--- config.mk ---
export PLATFORM = sky130hd
export DESIGN_NAME = serial_regbank
export DESIGN_NICKNAME = d
export VERILOG_FILES = /design/src/rtl/serial_regbank.sv
export SDC_FILE = /design/constraint.sdc
export NUM_CORES = 1
export LEC_CHECK = 0
export ABC_AREA = 1
export BUFFER_PORTS_ARGS = -buffer_cell sky130_fd_sc_hd__buf_2
export CORE_ASPECT_RATIO = 0.9
export CORE_MARGIN = 5
export CORE_UTILIZATION = 53
export CTS_CLUSTER_SIZE = 20
export DETAILED_ROUTE_END_ITERATION = 16
export GPL_TIMING_DRIVEN = 0
export PLACE_DENSITY = 0.79
export SETUP_SLACK_MARGIN = 0.02
export SKIP_LAST_GASP = 1
export SYNTH_ARGS = -nofsm -noshare
export SYNTH_HDL_FRONTEND = slang
export SYNTH_SLANG_ARGS = --single-unit
--- constraint.sdc ---
create_clock -name clk -period 2.2 [get_ports clk]
set_clock_uncertainty 0.1 [all_clocks]
set_input_delay 0.22 -clock clk [delete_from_list [all_inputs] [get_ports clk]]
set_output_delay 0.22 -clock clk [all_outputs]
set_load 0.01 [all_outputs]
--- src/rtl/serial_regbank.sv ---
module serial_regbank #(
  parameter int DW   = 8,
  parameter int AW   = 3,
  parameter int OSR  = 16
) (
  input  logic          clk,
  input  logic          rst_n,
  input  logic [AW-1:0] addr,
  input  logic          wr_en,
  input  logic          rd_en,
  input  logic [DW-1:0] wdata,
  output logic [DW-1:0] rdata,
  input  logic [DW-1:0] rx_byte,
  input  logic          rx_ready,
  output logic          rx_pop,
  output logic          tx_push,
  output logic [DW-1:0] tx_byte,
  output logic [1:0]    word_len,
  output logic          fifo_en,
  output logic          irq,
  output logic          tick16,
  output logic          baud_tick
);
  localparam int DIVW = 2*DW;
  localparam int SUBW = $clog2(OSR);
  localparam logic [SUBW-1:0] SUB_LAST = SUBW'(OSR-1);

  logic [DW-1:0]   lcr;
  logic            rx_ie;
  logic            fen;
  logic [DIVW-1:0] div;
  logic [DIVW-1:0] cnt;
  logic [SUBW-1:0] sub;

  wire bank = lcr[7];
  wire sel0 = addr == AW'(0);
  wire sel1 = addr == AW'(1);
  wire sel2 = addr == AW'(2);
  wire sel3 = addr == AW'(3);

  wire wr_lo  = wr_en & sel0 & bank;
  wire wr_hi  = wr_en & sel1 & bank;
  wire wr_thr = wr_en & sel0 & ~bank;
  wire wr_ier = wr_en & sel1 & ~bank;
  wire rd_rbr = rd_en & sel0 & ~bank;

  logic [DIVW-1:0] div_nx;
  always_comb begin
    div_nx = div;
    if (wr_lo) div_nx[DW-1:0]    = wdata;
    if (wr_hi) div_nx[DIVW-1:DW] = wdata;
  end

  wire div_wr = wr_lo | wr_hi;
  wire fire   = (div != '0) && (cnt == '0);

  always_ff @(posedge clk or negedge rst_n) begin
    if (!rst_n) begin
      lcr   <= '0;
      rx_ie <= 1'b0;
      fen   <= 1'b0;
      div   <= '0;
    end else if (wr_en) begin
      if (sel3)   lcr   <= wdata;
      if (sel2)   fen   <= wdata[0];
      if (wr_ier) rx_ie <= wdata[0];
      if (div_wr) div   <= div_nx;
    end
  end

  always_ff @(posedge clk or negedge rst_n) begin
    if (!rst_n) begin
      cnt       <= '0;
      sub       <= '0;
      tick16    <= 1'b0;
      baud_tick <= 1'b0;
    end else begin
      tick16    <= fire & ~div_wr;
      baud_tick <= fire & ~div_wr & (sub == SUB_LAST);
      if (div_wr) begin
        cnt <= (div_nx == '0) ? '0 : div_nx - 1'b1;
        sub <= '0;
      end else if (fire) begin
        cnt <= div - 1'b1;
        sub <= sub + 1'b1;
      end else if (cnt != '0) begin
        cnt <= cnt - 1'b1;
      end
    end
  end

  logic [DW-1:0] rmux;
  always_comb begin
    unique case (addr)
      AW'(0):  rmux = bank ? div[DW-1:0] : rx_byte;
      AW'(1):  rmux = bank ? div[DIVW-1:DW] : {{(DW-1){1'b0}}, rx_ie};
      AW'(2):  rmux = {{(DW-1){1'b0}}, fen};
      AW'(3):  rmux = lcr;
      default: rmux = '0;
    endcase
  end

  always_ff @(posedge clk or negedge rst_n) begin
    if (!rst_n) begin
      rdata   <= '0;
      rx_pop  <= 1'b0;
      tx_push <= 1'b0;
      tx_byte <= '0;
    end else begin
      rx_pop  <= rd_rbr;
      tx_push <= wr_thr;
      if (rd_en)  rdata   <= rmux;
      if (wr_thr) tx_byte <= wdata;
    end
  end

  assign word_len = lcr[1:0];
  assign fifo_en  = fen;
  assign irq      = rx_ie & rx_ready;

  p_push_src_r4: assert property (@(posedge clk) disable iff (!rst_n)
    tx_push |-> ($past(wr_en) && $past(addr) == AW'(0) && !$past(lcr[7])));
  p_push_data_r4: assert property (@(posedge clk) disable iff (!rst_n)
    tx_push |-> tx_byte == $past(wdata));
  p_pop_src_r5: assert property (@(posedge clk) disable iff (!rst_n)
    rx_pop |-> ($past(rd_en) && $past(addr) == AW'(0) && !$past(lcr[7])));
  p_irq_gate_r8: assert property (@(posedge clk) disable iff (!rst_n)
    irq |-> rx_ready);
  p_quiet_r11: assert property (@(posedge clk) disable iff (!rst_n)
    (div == '0 && $past(div) == '0) |-> !tick16 && !baud_tick);
  p_baud_sync_r10: assert property (@(posedge clk) disable iff (!rst_n)
    baud_tick |-> tick16);
  p_rdata_hold_r13: assert property (@(posedge clk) disable iff (!rst_n)
    !$past(rd_en) |-> $stable(rdata));
endmodule

==> results.cfg <==
[clock_network]
numCtsBuffers = 9
clock-sinks = 66
cts_tree = done
ctsRootBufferMaster = clkbuf_8
clkTransAtPathRegs_ns = 0.07
clk_latency_ns = 0.36
cts_max_level = 3
clock_path_buffers = 2

[synthesis]
syn_avg_cell_area_um2 = 7.36
synth-edff-count = 0
async_reset_ff_share_pct = 100
yosys.area_share.simple_pct = 32.8
synth_compound_area_share_pct = 12.4
seq_area_frac_synth_pct = 40.4
synthMuxAreaShare_pct = 2.42
syn-num-nets = 583
ys.flop_type = dfrtp_1
synthCells = 556
netlist_area_um2 = 4090
yosysUniqueCellTypes = 39
yosys.area_share.xor_xnor_pct = 1.71
synth_fa_ha_area_share_pct = 0.917
yosysWarnings = 0
synth_top_family_by_area = simple AND/OR/NAND/NOR gates
synth-seq-cells = 66

[sta]
hold_viol_final = 0
layout_setup_ws_ns = -0.224
rsz0062_at_grt = yes
final-setup-viol-count = 16
timing.slew.headroom_pct = 43.8
worst_pin_slew_ns = 0.843
fmax_mhz = 413
slew_viol_final = 0
period_share_pct = 110
layout_min_cycle_time_ns = 2.42

[worst_setup_path]
cp-startpoint = div[9]
path_max_fanout = 6
required_ns = 2.39
rr_endpoint = cnt[6]
worst_setup_path_start_kind = flip-flop
r2r-start = div[9]
r2r_slack_ns = -0.22
cp-end-kind = flip-flop
crit_path_end = cnt[6]
critPathKind = reg2reg
reg2reg_depth = 15
worst_ep_arrival_time_ns = 2.61

[detailed_routing]
wirelength_mm = 13.8
first_pass_iters = 6
drt_iter0_markers = 613
vias = 4395
drc = 0
antenna_left = 0
wl_per_cell_um = 18.1
viasPerCell = 5.76

[power_and_ir_drop]
leakage_uw = 0.00270
p_per_area_nw_per_um2 = 990
peakVddDrop_mv = 0.639

[floorplanning]
die_h_um = 93.4
io-pin-count = 48
start_util_pct = 54.2
core_area_um2 = 7540
row_count = 30
die_x_um = 103
die_area_um2 = 9580

[cells_and_area]
n_fill_cell = 521
antenna_cells = 0
final_area_um2 = 5490
area_delta_synth_final_pct = 34.1
most-common-layout-cells = nand2_1 (135), inv_1 (64), dfrtp_1 (63)
stdcell_count = 763
fin_nets = 691
final_common_cell = nand2_1
drive_gt1_share_pct = 38.2

[place]
post-dp-hpwl_mm = 8.44
place_inst = 698
io_buffers = 46
place_area_um2 = 4480
preCtsSetupSlack_ns = -0.546
gp_congestion = 0.969

[global_routing]
overflow = 0
grt_pass1_wl_mm = 19.6
grt_max_degree = 67
grt_pass1_vias = 3989
antenna_found_initial = 0
grt_use_total_pct = 26.9

[worst_hold_path]
holdPathStages = 3
worstHoldPathType = in2reg

[status]
failed_checks = negative setup slack
status = finished with violations

[job]
drv_cap = 0
cell usage after synthesis (2+ instances only):
| master | n | share of area [%] |
|---|---|---|
| o21ai_1 | 9 | 1.1 |
| buf_6 | 2 | 0.55 |
| o21ai_0 | 28 | 3.4 |
| dfrtp_1 | 66 | 40 |
| o211ai_1 | 5 | 0.92 |
| o21ai_4 | 2 | 0.80 |
| ha_1 | 3 | 0.92 |
| xnor2_1 | 2 | 0.43 |
| nand2_2 | 12 | 1.8 |
| buf_2 | 2 | 0.24 |
| nor3_1 | 3 | 0.37 |
| buf_1 | 3 | 0.28 |
| mux2_2 | 7 | 1.9 |
| clkbuf_1 | 3 | 0.28 |
| nand3_2 | 6 | 1.5 |
| nor2_4 | 3 | 0.83 |
| nand3_1 | 42 | 5.1 |
| a21oi_1 | 12 | 1.5 |
| nand4_1 | 4 | 0.61 |
| inv_1 | 68 | 6.2 |
| buf_4 | 4 | 0.73 |
| inv_2 | 8 | 0.73 |
| xor2_1 | 6 | 1.3 |
| nor2_1 | 66 | 6.1 |
| nor2_2 | 5 | 0.76 |
| mux2i_1 | 2 | 0.49 |
| a21oi_2 | 9 | 1.9 |
| o21ai_2 | 8 | 1.7 |
| nor3_2 | 2 | 0.49 |
| nand2_1 | 155 | 14 |
layout make-up:
cell class | count | area, um^2 | share of cell area (%)
well taps | 96 | 120 | 2.19
multi-input cells | 399 | 2420 | 44.1
repair buffers | 97 | 659 | 12.0
plain buffers | 15 | 131 | 2.39
flip-flops and latches | 66 | 1660 | 30.2
clock buffers | 11 | 141 | 2.58
inverters | 76 | 295 | 5.38
clock inverters | 3 | 65.1 | 1.19
critical path: stages, from the launching register on:
cell	delay, ns
dfrtp_1	0.42
nor2_1	0.16
nand3_2	0.12
nor2_4	0.15
nand2_4	0.10
nand2_4	0.09
inv_4	0.04
a21oi_4	0.18
ha_4	0.16
inv_2	0.04
nor2_4	0.13
nand2_2	0.11
nor2_4	0.17
xor2_1	0.19
nand2_1	0.09
a21oi_2	0.12
worst min path at each step:
stage / end / slack [ns] / startpoint
global placement: sub[3] / 0.35 / sub[3]
global route: lcr[5] / 0.08 / wdata[5]
CTS: lcr[5] / 0.07 / wdata[5]
finish: lcr[5] / 0.08 / wdata[5]
detailed placement: tx_byte[1] / 0.28 / rst_n
floorplan: baud_tick / -0.18 / rst_n
power by group:
part | internal (uW) | switching [uW] | total (uW)
Sequential | 1540 | 211 | 1750
Clock | 655 | 481 | 1140
Combinational | 960 | 1590 | 2550
Total | 3160 | 2280 | 5430
stage by stage:
step           power [uW]  hold slack (ns)  setup TNS [ns]  utilization (%)
2_1_floorplan        3040           -0.176               0                -
3_3_place_gp         3480            0.355           -7.56             59.3
3_5_place_dp         3530            0.285           -8.31             59.3
4_1_cts              4930           0.0747          -0.189             67.5
5_1_grt              5740           0.0830           -2.82             72.7
6_report             5430           0.0816           -1.71             72.7
per-layer routing:
metal / up-vias / GRT usage, % / wire [um]
met4: 0 / 10.3 / 548
met2: 278 / 41.7 / 6520
met3: 58 / 6.41 / 1360
met1: 2077 / 36.4 / 5360
met5: - / 0 / 0
li1: 1982 / - / -
cell families (layout without fill, tap and decap cells):
kind of cell,count (synthesis),count (layout)
fa+ha+maj,3,3
compound gates,78,78
buf+inv,91,202
xor+xnor,8,8
mux,9,9
flops,66,66
simple gates,301,301
state kept, by name, summed over array words and instances (netlist names):
name and count:
tx_push 1, baud_tick 1, cnt 16, rx_ie 1, rdata 8, tx_byte 8
sub 4, rx_pop 1, lcr 8, fifo_en 1, div 16, tick16 1
what timing repair did:
item	CTS	global route
hold buffers	1	0
buffers inserted	28	21
endpoints found under the hold margin	66	0
cloned	1	1
gates resized for setup	47	64
pin swaps	21	29
setup endpoints to repair	19	17
No activity file was read; power rests on OpenSTA's default activity.
